--- src/rtl/srl_pkg.sv ---
package srl_pkg;

   typedef enum logic [1:0] {
      TBL_SINGLE = 2'b00,
      TBL_SMALL  = 2'b01,
      TBL_LARGE  = 2'b10,
      TBL_RSVD   = 2'b11
   } tbl_size_e;

   // Extra latency steps above the minimum, clamped to the largest step.
   function automatic int unsigned extra_steps(tbl_size_e code, int unsigned span);
      int unsigned s;
      case (code)
         TBL_SINGLE: s = 0;
         TBL_SMALL:  s = 1;
         default:    s = 2;
      endcase
      return (s > span) ? span : s;
   endfunction

endpackage

--- src/rtl/srl_admit.sv ---
module srl_admit #(
   parameter int ADDR_W = 24
) (
   input  logic              cmd,
   input  logic              hit,
   input  logic              wr,
   input  logic [ADDR_W-1:0] addr,
   input  logic              last_bank,
   input  logic              last_dev,
   output logic              drive,
   output logic [ADDR_W+2:0] bundle
);

   logic is_default;

   always_comb begin
      is_default = last_bank & last_dev;
      drive      = cmd & (hit | is_default);
      bundle     = {drive, drive & hit, drive & hit & wr,
                    drive ? addr : {ADDR_W{1'b0}}};
   end

endmodule

--- src/rtl/srl_tap_pipe.sv ---
module srl_tap_pipe #(
   parameter int W     = 8,
   parameter int DEPTH = 6,
   parameter int SEL_W = 3
) (
   input  logic             clk,
   input  logic             rst_n,
   input  logic [W-1:0]     din,
   input  logic [SEL_W-1:0] sel,
   output logic [W-1:0]     dout
);

   initial begin
      assert (DEPTH >= 1) else $error("srl_tap_pipe: DEPTH must be at least 1");
      assert ((1 << SEL_W) > DEPTH) else $error("srl_tap_pipe: SEL_W too narrow");
   end

   logic [W-1:0] q [DEPTH];

   always_ff @(posedge clk or negedge rst_n) begin
      if (!rst_n) q[0] <= '0;
      else        q[0] <= din;
   end

   for (genvar i = 1; i < DEPTH; i++) begin : g_stage
      always_ff @(posedge clk or negedge rst_n) begin
         if (!rst_n) q[i] <= '0;
         else        q[i] <= q[i-1];
      end
   end

   always_comb begin
      int unsigned idx;
      idx = int'(sel);
      if (idx == 0)          dout = din;
      else if (idx > DEPTH)  dout = q[DEPTH-1];
      else                   dout = q[idx-1];
   end

endmodule

--- src/rtl/srl_drive_fmt.sv ---
module srl_drive_fmt #(
   parameter int ADDR_W = 24
) (
   input  logic [ADDR_W+2:0] bundle,
   output logic [ADDR_W-1:0] mem_addr,
   output logic              mem_oe,
   output logic              mem_ce_n,
   output logic              mem_ale_n,
   output logic              mem_we_n
);

   logic drv, hit, wr;

   always_comb begin
      {drv, hit, wr} = bundle[ADDR_W+2:ADDR_W];
      mem_oe    = drv;
      mem_ale_n = ~drv;
      mem_ce_n  = ~(drv & hit);
      mem_we_n  = ~(drv & hit & wr);
      mem_addr  = drv ? bundle[ADDR_W-1:0] : {ADDR_W{1'b0}};
   end

endmodule

--- src/rtl/srl_search_latency.sv ---
module srl_search_latency #(
   parameter int ADDR_W   = 24,
   parameter int LAT_MIN  = 4,
   parameter int LAT_SPAN = 2,
   parameter int HOLD_W   = 3
) (
   input  logic              clk,
   input  logic              rst_n,
   input  logic [1:0]        tbl_size,
   input  logic [2:0]        hold_lat,
   input  logic              dflt_bank,
   input  logic              dflt_dev,
   input  logic              srch_cmd,
   input  logic              srch_hit,
   input  logic              srch_wr,
   input  logic [23:0]       srch_addr,
   output logic [23:0]       mem_addr,
   output logic              mem_oe,
   output logic              mem_ce_n,
   output logic              mem_ale_n,
   output logic              mem_we_n,
   output logic              stat_valid,
   output logic              stat_found
);

   import srl_pkg::*;

   localparam int BW     = ADDR_W + 3;
   localparam int DEPTH1 = LAT_MIN + LAT_SPAN;
   localparam int SEL1_W = $clog2(DEPTH1 + 1);
   localparam int DEPTH2 = (HOLD_W > 0) ? (1 << HOLD_W) - 1 : 1;

   initial begin
      assert (ADDR_W == 24) else $error("srl_search_latency: ADDR_W must match 24-bit ports");
      assert (LAT_MIN >= 1) else $error("srl_search_latency: LAT_MIN must be at least 1");
      assert (LAT_SPAN >= 0 && LAT_SPAN <= 2) else $error("srl_search_latency: LAT_SPAN out of range");
      assert (HOLD_W >= 0 && HOLD_W <= 3) else $error("srl_search_latency: HOLD_W out of range");
   end

   logic              adm_drive;
   logic [BW-1:0]     adm_bundle;
   logic [BW-1:0]     mem_bundle;
   logic [SEL1_W-1:0] lat_sel;
   logic [1:0]        stat_bundle;

   srl_admit #(.ADDR_W(ADDR_W)) i_admit (
      .cmd       (srch_cmd),
      .hit       (srch_hit),
      .wr        (srch_wr),
      .addr      (srch_addr),
      .last_bank (dflt_bank),
      .last_dev  (dflt_dev),
      .drive     (adm_drive),
      .bundle    (adm_bundle)
   );

   always_comb begin
      lat_sel = SEL1_W'(LAT_MIN + int'(extra_steps(tbl_size_e'(tbl_size), LAT_SPAN)));
   end

   srl_tap_pipe #(.W(BW), .DEPTH(DEPTH1), .SEL_W(SEL1_W)) i_addr_pipe (
      .clk   (clk),
      .rst_n (rst_n),
      .din   (adm_bundle),
      .sel   (lat_sel),
      .dout  (mem_bundle)
   );

   srl_drive_fmt #(.ADDR_W(ADDR_W)) i_fmt (
      .bundle    (mem_bundle),
      .mem_addr  (mem_addr),
      .mem_oe    (mem_oe),
      .mem_ce_n  (mem_ce_n),
      .mem_ale_n (mem_ale_n),
      .mem_we_n  (mem_we_n)
   );

   if (HOLD_W > 0) begin : g_hold
      localparam int SEL2_W = HOLD_W;
      srl_tap_pipe #(.W(2), .DEPTH(DEPTH2), .SEL_W(SEL2_W)) i_stat_pipe (
         .clk   (clk),
         .rst_n (rst_n),
         .din   (mem_bundle[BW-1 -: 2]),
         .sel   (hold_lat[SEL2_W-1:0]),
         .dout  (stat_bundle)
      );
   end else begin : g_nohold
      assign stat_bundle = mem_bundle[BW-1 -: 2];
   end

   assign stat_valid = stat_bundle[1];
   assign stat_found = stat_bundle[0];

   // Latency checks on the address side.
   p_lat_single_r1: assert property (@(posedge clk) disable iff (!rst_n)
      (tbl_size == 2'b00 && $past(tbl_size, 4) == 2'b00 && $past(rst_n, 4) && $past(adm_drive, 4))
      |-> !mem_ale_n);

   p_lat_large_r3: assert property (@(posedge clk) disable iff (!rst_n)
      (tbl_size == 2'b10 && $past(tbl_size, 6) == 2'b10 && $past(rst_n, 6) && $past(adm_drive, 6))
      |-> !mem_ale_n);

   p_status_align_r5: assert property (@(posedge clk) disable iff (!rst_n)
      (hold_lat == 3'd0 && $past(hold_lat) == 3'd0 && $past(rst_n)) |-> (stat_valid == !mem_ale_n));

   p_found_valid_r6: assert property (@(posedge clk) disable iff (!rst_n)
      stat_found |-> stat_valid);

   p_idle_quiet_r9: assert property (@(posedge clk) disable iff (!rst_n)
      mem_ale_n |-> (mem_ce_n && mem_we_n && !mem_oe && mem_addr == '0));

   p_write_in_access_r11: assert property (@(posedge clk) disable iff (!rst_n)
      !mem_we_n |-> !mem_ce_n);

endmodule

--- config.mk ---
export PLATFORM = sky130hd
export DESIGN_NAME = srl_search_latency
export DESIGN_NICKNAME = d
export VERILOG_FILES = /design/src/rtl/srl_pkg.sv /design/src/rtl/srl_admit.sv /design/src/rtl/srl_tap_pipe.sv /design/src/rtl/srl_drive_fmt.sv /design/src/rtl/srl_search_latency.sv
export SDC_FILE = /design/constraint.sdc
export NUM_CORES = 1
export LEC_CHECK = 0
export ABC_CLOCK_PERIOD_IN_PS = 1240
export BUFFER_PORTS_ARGS = -buffer_cell sky130_fd_sc_hd__buf_4
export CORE_UTILIZATION = 56
export CTS_CLUSTER_DIAMETER = 150
export DETAILED_ROUTE_END_ITERATION = 8
export PLACE_DENSITY_LB_ADDON = 0.08
export SETUP_SLACK_MARGIN = 0.1
export SYNTH_ARGS = -nofsm -noshare
export SYNTH_HDL_FRONTEND = slang
export SYNTH_SLANG_ARGS = --single-unit
--- constraint.sdc ---
create_clock -name clk -period 1.24 [get_ports clk]
set_input_delay 0.062 -clock clk [delete_from_list [all_inputs] [get_ports clk]]
set_output_delay 0.062 -clock clk [all_outputs]
set_load 0.005 [all_outputs]
Word level (Yosys, flattened, before mapping) --
Index checks and enable logic that the tools add are counted.
Word-level totals: memory bits (writable) 0, memories kept 0, word-level logic and storage cells 49, register bits after elaboration 176, output and inout port bits 30, memory bits (read-only) 0, bits in latches 0
Operators by class: shifts and indexed selects 0, div/mod/pow operators 0, muxes and demuxes 13, equal/unequal tests 1, bitwise logic cells 12, $mul 0, $lt $le $gt $ge 4, add/subtract/negate cells 3, reductions and logical operators 3
Operators by type and width (count):
- two-way mux 27 bit | 4
- binary-select mux 27 bit (select 3 bit) | 1
- >= comparator 33 x 4 -> 1 bit (second input constant) | 2
- NOT 32 -> 33 bit | 2
- two-way mux 24 bit | 2
- > comparator 32 x 2 -> 1 bit (second input constant) | 1
- two-way mux 2 bit | 4
- subtractor 3 x 1 -> 4 bit (second input constant) | 2
- bitwise AND 1 bit | 6
- binary-select mux 2 bit (select 3 bit) | 1
- zero test 3 bit | 2
- case mux 2 bit (2 select lines) | 1
- adder 3 bit (first input constant) | 1
- > comparator 3 bit (second input constant) | 1
- NOT 1 bit | 3
- == test 2 x 1 -> 1 bit (second input constant) | 1
- zero test 2 bit | 1
- bitwise OR 1 bit | 1

Depth between registers and ports, before layout --
Gate-level depths: netlist (run 1).
word-level depth 15, mapped depth 6, mapped depth without buffers 5

Modules after synthesis --
A second synthesis (run 1) with hierarchy kept.
Unflattened totals: cells, all modules 463, area total of the unflattened synthesis 6870.3 µm²
By module, submodules not included:
- srl_tap_pipe at i_addr_pipe | sequential area each 4053.9 µm², area each 5879.4 µm², cells an instance 362, instances 1
- srl_tap_pipe at g_hold.i_stat_pipe | sequential area each 350.3 µm², area each 543.0 µm², cells an instance 35, instances 1
- srl_admit | sequential area each 0.0 µm², area each 227.7 µm², cells an instance 33, instances 1
- srl_drive_fmt | sequential area each 0.0 µm², area each 206.4 µm², cells an instance 30, instances 1
- srl_search_latency | sequential area each 0.0 µm², area each 13.8 µm², cells an instance 3, instances 1

Least setup slack after synthesis (run 1) --
No wires, ideal clock.
kind in2out, start point input hold_lat[0], end point output stat_found, stages 6, data required time 1.178 ns, buffers on the path 1, path slack 0.018 ns, arrival 1.160 ns, cells stage by stage clkbuf_2 > inv_1 > ha_1 > mux4_2 > nor2_1 > o31ai_1
Between the ends: word-level cells in the longest chain between the ends 6
Ends and longest elaborated chain:
- from (decl) | line srl_search_latency.sv:10 | input logic [2:0] hold_lat,
- subtractor 3 x 1 -> 4 bit | line srl_tap_pipe.sv:37 | else dout = q[idx-1];
- NOT 32 -> 33 bit (implied by the code) | line srl_tap_pipe.sv:37
- binary-select mux 2 bit (select 3 bit) | line srl_tap_pipe.sv:37
- two-way mux 2 bit (implied by the code) (2 in series) | line srl_tap_pipe.sv:37
- two-way mux 2 bit * | line srl_tap_pipe.sv:35 | if (idx == 0) dout = din;
- to (decl) | line srl_search_latency.sv:23 | output logic stat_found
Mark *: on every way between the ends. The rest lies on a longest branch, timed or not. The select of a mux whose other input is x is not followed.

Worst setup path after layout (run 1) --
start point register i_addr_pipe.q[53] in the netlist's numbering, end point output mem_addr[15]
Between the ends: word-level cells in the longest chain between the ends 6
Ends and longest elaborated chain:
- from (decl) | line srl_tap_pipe.sv:18 | logic [W-1:0] q [DEPTH];
- from (signal, indexed assignment) | line srl_tap_pipe.sv:28 | else q[i] <= q[i-1];
- binary-select mux 27 bit (select 3 bit) | line srl_tap_pipe.sv:37
- two-way mux 27 bit (implied by the code) (2 in series) | line srl_tap_pipe.sv:37
- two-way mux 27 bit | line srl_tap_pipe.sv:36 | else if (idx > DEPTH) dout = q[DEPTH-1];
- two-way mux 27 bit | line srl_tap_pipe.sv:35
- two-way mux 24 bit | line srl_drive_fmt.sv:20 | mem_addr = drv ? bundle[ADDR_W-1:0] : {ADDR_W{1'b0}};
- to (decl) | line srl_search_latency.sv:17 | output logic [23:0] mem_addr,
Every way passes these cells. The select of a mux whose other input is x is not followed.

==> out/results.ini, run 1 <==
[synth]
synth-seq-cells=176
ys.flop_type=dfrtp_1
synth_cell_types=30
synth_area_um2=5470
synthMuxAreaShare_pct=6.45
synth.most_common_cell=dfrtp_1
synth_warnings=0
synth-xor-area-share_pct=0.320
synth_area_leaders=dfrtp_1 80%, mux2i_1 3.3%, and2_1 2.9%
synth_top_area_share_pct=80.5
yosys.area.top_type=dfrtp_1
synthArstFlopShare_pct=100
yosys-top-cells-count=176 x dfrtp_1, 25 x and2_1, 18 x mux2i_1, 18 x nand2_1, 18 x nor2_1
synthAdderAreaFrac_pct=0.457
synth_edf_count=0
synth_nets=369
synth_compound_area_share_pct=4.43
synth_area_per_cell_um2=16.5
syn-instance-count=331
synthSimpleGateAreaFrac_pct=6.10
synth_top_family_by_area=multiplexers
ys_seq_area_share_pct=80.5

[timing]
hold_viol_final=0
fin_crit_sh_pct=149
min_period_ns=1.85
finalSetupViolations=30
finalMaxSlewViolations=0
rsz0062_at_grt=yes
fmax_mhz=541
maxSlewHeadroom_pct=46.8
whs_ns=0.0360
fin_worst_skew_ns=0.00824
tightest_slew_ns=0.794
setup_ws_ns=-0.607

[finish]
diodes=0
final_layout_size_suffix_gt1_share_pct=30.0
areaGrowthSynthToFinish_pct=31.0
seq_area_um2=4400
finish.utilization_pct=76.5
final_nets=490
multi_input_area_um2=1020
n_fill_cell=591

[pwr]
p_leak_nw=3.57
comb_power_share_pct=7.0
p_per_area_nw_per_um2=1680
p_switching_mw=2.63
clockPowerShare_pct=42.0
share_seq_of_total_power_pct=51.0
p_int_mw=9.42
swShare_pct=21.8
peakVddDrop_mv=1.16
power_mw=12.0

[cts]
cts_buffer_depth=2
cts_buffers=17
cts_tree=built
cts-root-buf=clkbuf_8
numClockSinks=176
h-tree-depth=4
clk_pin_slew_ns=0.07
clk_latency_ns=0.52

[drt]
post_drt_wl_per_cell_um=15.3
via_per_inst=4.88
drc=0
vias=2891
drt_iter0_markers=112
dr.pass1.iters=5
wirelength_um=9090
postRouteAntennaNets=0

[grt]
grt_max_degree=43
grt_pass1_vias=3101
gr-total-overflow=0
grt_pass1_wl_um=15200
antenna_found_initial=0
grtUsageTotal_pct=20.7

[run_status]
violations=negative setup slack
status=complete, but fails checks

[placement]
gp_congestion=0.786
numPortBuffers=65
dp_slack_ns=-0.0722
dp_hpwl_um=5270

[floorplan]
core_um2=9370
die_h_um=101
fp-row-count=35
die_x_um=101
dieArea_um2=10200
ioPinCount=66
start_util_pct=58.4

[worst_setup_path]
endpoint_kind=output pin
critical_path_arrival_ns=1.79
start_kind=register
crit_fanout=8
critical_path_class=register to output pin
crit_required_ns=1.18

[run]
drv_cap=0

[worst_hold_path]
hold_path_class=input pin to async pin

## registers in the layout, indices dropped and copies added (netlist names)
register and cells:
g_hold.i_stat_pipe.q 14, i_addr_pipe.q 162
## cell type report
class | instances | share of cell area (%)
Sequential cell | 176 | 61.4
Inverter | 5 | 0.262
Multi-Input combinational cell | 137 | 14.2
Clock buffer | 20 | 6.07
Timing Repair Buffer | 115 | 13.9
Tap cell | 129 | 2.25
Clock inverter | 11 | 1.85
## critical path, stage by stage, from the launching register on
cell,delay (ns)
dfrtp_1,0.39
mux2_4,0.28
o21ai_4,0.19
buf_6,0.18
a211oi_1,0.07
buf_4,0.15
## logic make-up after synthesis
kind of cell,after synthesis
xor+xnor,2
compound gates,34
flops,176
simple gates,68
buf+inv,18
mux,31
fa+ha+maj,2
## path summary, 6_finish.rpt
check                                                endpoint                        start  slack, ns  cells past startpoint
min in group clk                 i_addr_pipe.q[161]$_DFF_PN0_                     srch_cmd       0.04                      2
max in group asynchronous         i_addr_pipe.q[12]$_DFF_PN0_                        rst_n       0.63                      3
min reg2reg                       i_addr_pipe.q[64]$_DFF_PN0_  i_addr_pipe.q[91]$_DFF_PN0_       0.34                      0
max reg2reg                g_hold.i_stat_pipe.q[13]$_DFF_PN0_  i_addr_pipe.q[53]$_DFF_PN0_       0.07                      4
min                         g_hold.i_stat_pipe.q[0]$_DFF_PN0_                        rst_n       0.04                      2
max                                              mem_addr[15]  i_addr_pipe.q[53]$_DFF_PN0_      -0.61                      5
## metal layers
metal	GRT usage, %	part of all wire [%]	up-vias
li1	-	-	1340
met1	27.4	45	1478
met2	33.0	51	57
met3	5.34	3.1	16
met4	8.81	1.4	0
met5	0	0	-
## cell usage in the layout (no fill, tap or decap), drive strengths merged, types with 2 or more instances in the layout
cell type,instances
inv,7
mux2,11
buf,85
a221oi,2
clkbuf,21
nand2,18
a211oi,16
mux2i,18
clkinv,6
bufinv,2
nor2,18
o31ai,2
o21ai,2
and2,25
a21oi,10
dlygate4sd3,29
mux4,2
ha,2
nor2b,4
dfrtp,176
## metrics by stage
stage                     setup TNS, ns  std cells  instance area [um2]
after floorplan                       0        331                 5490
after global placement           -0.192        528                 6240
after detailed placement          -1.03        528                 6240
after CTS                        -17.57        590                 7130
after global routing             -19.84        593                 7170
final                            -17.10        593                 7170
## timing repair
action,4_1_cts,5_1_grt
setup endpoints to repair,30,31
pin swaps,2,4
resized for setup,4,6
hold buffers,29,0
setup buffers,2,3
hold endpoints to repair,203,0
## power by group through the flow
stage               Clock [mW]  Combinational, mW  Sequential (mW)
floorplan                    0              0.319             6.21
global placement             0              0.718             6.23
detailed placement           0              0.732             6.25
CTS                       5.15              0.829             6.15
global route              5.40              0.936             6.18
finish                    5.05              0.843             6.15
Power figures use the tool's default switching activity.
==> inputs of run 2 (changes only) <==
CORE_ASPECT_RATIO = 1.4   (was not set)
RECOVER_POWER = 50   (was not set)
SKIP_CTS_REPAIR_TIMING = 1   (was not set)
==> run 2 against run 1 <==
Against the previous run:
- the flow still finishes with violations (negative setup slack)
- fmax grew 6.9%
- sequential power is essentially flat
- count of clock-buffer cells in the layout is the same
- global-route usage shrank 2.1 points
- final cell count shrank 3.9%
- worst setup slack gained 0.12 ns
- critical path type unchanged
==> out/results.ini, run 2 (same netlist as run 1, synthesis figures left out) <==
[floorplan]
start_util_pct=57.9
ioPinCount=66
dieArea_um2=10200
die_h_um=119
fp-row-count=42
core_um2=9460
die_x_um=85.6

[placement]
gp_congestion=0.725
dp_slack_ns=-0.110
dp_hpwl_um=5060
dp_cells=510
numPortBuffers=65

[finish]
layout_commonest_cell=dfrtp_1
final_cell_count_no_fill=570
layout_common_cells=176 x dfrtp_1, 76 x buf_4, 29 x dlygate4sd3_1, 25 x and2_1
areaGrowthSynthToFinish_pct=30.8
final_nets=486
finish.utilization_pct=75.7
top_register=i_addr_pipe.q
reg.largest.list=i_addr_pipe.q x162, g_hold.i_stat_pipe.q x14
largest_reg_flops=162
n_fill_cell=589
final_layout_size_suffix_gt1_share_pct=28.5
diodes=0

[cts]
cts_tree=built
h-tree-depth=4
clk_pin_slew_ns=0.06
clk_latency_ns=0.41
numClockSinks=176
cts-root-buf=clkbuf_16
cts_buffer_depth=2
cts_buffers=17

[drt]
postRouteAntennaNets=0
drc=0
via_per_inst=4.98
wirelength_um=8570
vias=2839
dr.pass1.iters=5
post_drt_wl_per_cell_um=15.0
drt_iter0_markers=146

[worst_setup_path]
crit_required_ns=1.18
critical_path_class=register to output pin
endpoint_kind=output pin
r2r-end=g_hold.i_stat_pipe.q[13]$_DFF_PN0_
worstSetupStartpoint=i_addr_pipe.q[80]$_DFF_PN0_
reg2reg_depth=3
endpoint=mem_addr[19]
critical_path_arrival_ns=1.67
regToRegStartpoint=i_addr_pipe.q[80]$_DFF_PN0_
crit_fanout=14
reg2reg_slack_ns=0.13
start_kind=register

[timing]
finalMaxSlewViolations=0
tightest_slew_ns=0.666
hold_viol_final=0
whs_ns=0.166
fmax_mhz=579
fin_worst_skew_ns=0.00900
setup_ws_ns=-0.488
maxSlewHeadroom_pct=55.6
fin_crit_sh_pct=139
rsz0062_at_grt=yes
finalSetupViolations=30
min_period_ns=1.73

[run]
drv_cap=0

[grt]
gr-total-overflow=0
grt_pass1_wl_um=14000
grt_max_degree=47
grtUsageTotal_pct=18.5
antenna_found_initial=0
grt_pass1_vias=2857

[pwr]
peakVddDrop_mv=1.03
p_leak_nw=3.57
p_per_area_nw_per_um2=1750

[run_status]
status=complete, but fails checks
violations=negative setup slack

[worst_hold_path]
hold_path_class=input pin to register

## run 2: changes by cell type in the layout (fill, tap and decap cells not counted), sizes merged
cell,before,now
bufinv,2,4
clkinvlp,1,2
clkinv,6,3
buf,85,81
## run 2: worst min-delay path by stage
stage	cells past startpoint	to	slack, ns	startpoint
final	3	g_hold.i_stat_pipe.q[12]$_DFF_PN0_	0.17	tbl_size[1]
after global routing	3	g_hold.i_stat_pipe.q[12]$_DFF_PN0_	0.18	tbl_size[1]
after CTS	1	g_hold.i_stat_pipe.q[6]$_DFF_PN0_	-0.41	rst_n
after detailed placement	1	g_hold.i_stat_pipe.q[6]$_DFF_PN0_	0.02	rst_n
after global placement	1	g_hold.i_stat_pipe.q[6]$_DFF_PN0_	0.02	rst_n
after floorplan	0	g_hold.i_stat_pipe.q[0]$_DFF_PN0_	-0.23	rst_n
## run 2: routing by layer
metal	GRT usage (%)	vias to the layer above	routed length [um]
met4	6.56	0	101
met5	0	-	0
met2	29.0	60	4490
met1	25.0	1440	3670
met3	5.75	10	301
li1	-	1329	-
## run 2: report_power, final
group	switching (mW)	total (mW)	internal (mW)
registers	0.111	6.15	6.04
clock network	2.06	5.56	3.50
logic	0.386	0.809	0.423
total	2.56	12.5	9.96
## run 2: stage by stage
| stage | power [mW] | cell area [um2] | TNS, ns |
|---|---|---|---|
| after floorplan | 6.53 | 5490 | 0 |
| final | 12.5 | 7160 | -13.25 |
| after global routing | 13.0 | 7160 | -15.82 |
| after global placement | 6.94 | 6210 | -0.825 |
| after detailed placement | 6.98 | 6210 | -1.45 |
| after CTS | 12.6 | 6850 | -14.56 |
## run 2: worst max-delay path: stages, from the launching register on
cell and delay, ns:
dfrtp_1 0.37, mux2_4 0.29, o21ai_4 0.19, buf_6 0.19, a211oi_1 0.08, buf_4 0.15
## run 2: final cells by class
type	count	area, um2	area share, %
repair buffers	111	960	13.4
well taps	110	138	1.92
multi-input cells	137	1000	14.0
inverters	5	18.8	0.262
clock inverters	11	178	2.48
flip-flops and latches	176	4400	61.5
clock buffers	20	457	6.38
==> inputs of run 3 (changes only) <==
RECOVER_POWER = 100   (was 50)
==> run 3 against run 2 <==
Against the previous run:
- the flow still finishes with violations (negative setup slack)
- utilization down 0.48 points
- final cell count unchanged
- count of clock-buffer cells in the layout unchanged
- worst setup slack worse by 0.0019 ns
- critical path type unchanged
- largest power group unchanged
==> out/results.ini, run 3 (same netlist as run 1, synthesis figures left out) <==
[floorplan]
die_x_um=85.6
core_um2=9460
fp-row-count=42
start_util_pct=57.9
dieArea_um2=10200
ioPinCount=66
die_h_um=119

[timing]
min_period_ns=1.73
maxSlewHeadroom_pct=58.5
fmax_mhz=578
fin_crit_sh_pct=139
rsz0062_at_grt=yes
fin_worst_skew_ns=0.00895
finalMaxSlewViolations=0
setup_ws_ns=-0.490
hold_viol_final=0
setup-tns-final_ns=-13.28
tightest_slew_ns=0.623
finalSetupViolations=30

[finish]
largest_reg_flops=162
reg.largest.list=i_addr_pipe.q x162, g_hold.i_stat_pipe.q x14
diodes=0
top_register=i_addr_pipe.q
final_nets=486
final_cell_count_no_fill=570
final_layout_size_suffix_gt1_share_pct=28.0
areaGrowthSynthToFinish_pct=30.0
layout_commonest_cell=dfrtp_1
layout_common_cells=176 x dfrtp_1, 70 x buf_4, 29 x dlygate4sd3_1, 18 x mux2i_1, 18 x nand2_1

[worst_setup_path]
critical_path_class=register to output pin
critPathMaxStageDelay_ns=0.37
start_kind=register
critical_path_arrival_ns=1.67
reg2reg_slack_ns=0.12
regToRegStartpoint=i_addr_pipe.q[80]$_DFF_PN0_
endpoint_kind=output pin
reg2reg_depth=3
crit_chain=mux2_4 -> o21ai_4 -> buf_6 -> a211oi_1 -> buf_4
crit_required_ns=1.18
crit_fanout=14
r2r-end=g_hold.i_stat_pipe.q[13]$_DFF_PN0_
cp_slowest_cell=dfrtp_1

[pwr]
p_per_area_nw_per_um2=1760
peakVddDrop_mv=1.03
p_leak_nw=3.54

[grt]
grtUsageTotal_pct=18.5
grt_pass1_vias=2857
grt_pass1_wl_um=14000
antenna_found_initial=0
grt_max_degree=47
gr-total-overflow=0

[worst_hold_path]
hp-start=tbl_size[1]
hold_path_class=input pin to register
min_delay_path_depth=3
hold_end=g_hold.i_stat_pipe.q[12]$_DFF_PN0_

[run_status]
status=complete, but fails checks
violations=negative setup slack

[placement]
dp_hpwl_um=5060
gp_congestion=0.725
dp_cells=510
numPortBuffers=65

[cts]
cts_buffer_depth=2
cts-root-buf=clkbuf_16
numClockSinks=176
cts_buffers=17
clk_latency_ns=0.41
cts_tree=built
clk_pin_slew_ns=0.06
h-tree-depth=4

[drt]
postRouteAntennaNets=0
post_drt_wl_per_cell_um=15.0
drt_iter0_markers=125
dr.pass1.iters=6
wirelength_um=8570
via_per_inst=4.97
vias=2831
drc=0

[run]
drv_cap=0

-- run 3: where the power goes --
part / switching, mW / total, mW / internal [mW]
clock network: 2.06 / 5.56 / 3.50
logic: 0.385 / 0.789 / 0.405
registers: 0.111 / 6.15 / 6.04
-- run 3: area by class of cell --
| type | instances | area [um2] |
|---|---|---|
| multi-input cells | 137 | 1000 |
| fillers | 596 | 2340 |
| flip-flops and latches | 176 | 4400 |
| clock inverters | 11 | 178 |
| clock buffers | 20 | 457 |
| inverters | 5 | 18.8 |
| well taps | 110 | 138 |
| repair buffers | 111 | 915 |
-- run 3: per-layer routing --
layer  part of all wire [%]  up-vias  global-route usage (%)
met2                     53       58                    29.0
li1                       -     1329                       -
met3                    3.0        9                    5.75
met1                     43     1435                    25.0
met5                      0        -                       0
met4                    1.2        0                    6.56
-- run 3: worst max path at each step --
stage	start	end	slack, ns	cells after the start
6_report	i_addr_pipe.q[80]$_DFF_PN0_	mem_addr[19]	-0.49	5
5_1_grt	i_addr_pipe.q[80]$_DFF_PN0_	mem_addr[19]	-0.57	5
4_1_cts	g_hold.i_stat_pipe.q[2]$_DFF_PN0_	stat_found	-0.56	4
3_5_place_dp	g_hold.i_stat_pipe.q[4]$_DFF_PN0_	stat_found	-0.11	4
3_3_place_gp	i_addr_pipe.q[80]$_DFF_PN0_	mem_addr[22]	-0.06	5
2_1_floorplan	i_addr_pipe.q[80]$_DFF_PN0_	mem_we_n	0.11	4
-- run 3: through the flow --
| step | power [mW] | util (%) | instance area (um2) | worst slack, ns | hold WS, ns |
|---|---|---|---|---|---|
| final | 12.5 | 75.2 | 7110 | -0.490 | 0.164 |
| after global routing | 13.0 | 75.2 | 7110 | -0.571 | 0.180 |
| after CTS | 12.6 | 72.4 | 6850 | -0.556 | -0.414 |
| after detailed placement | 6.98 | 65.7 | 6210 | -0.110 | 0.0243 |
| after global placement | 6.94 | 65.7 | 6210 | -0.0565 | 0.0154 |
| after floorplan | 6.53 | - | 5490 | 0.108 | -0.234 |
-- run 3: critical path: cells and delay by family (launching register included) --
family          cells  cell delay, ns
mux                 1            0.29
flops               1            0.37
compound gates      2            0.27
buf+inv             2            0.34
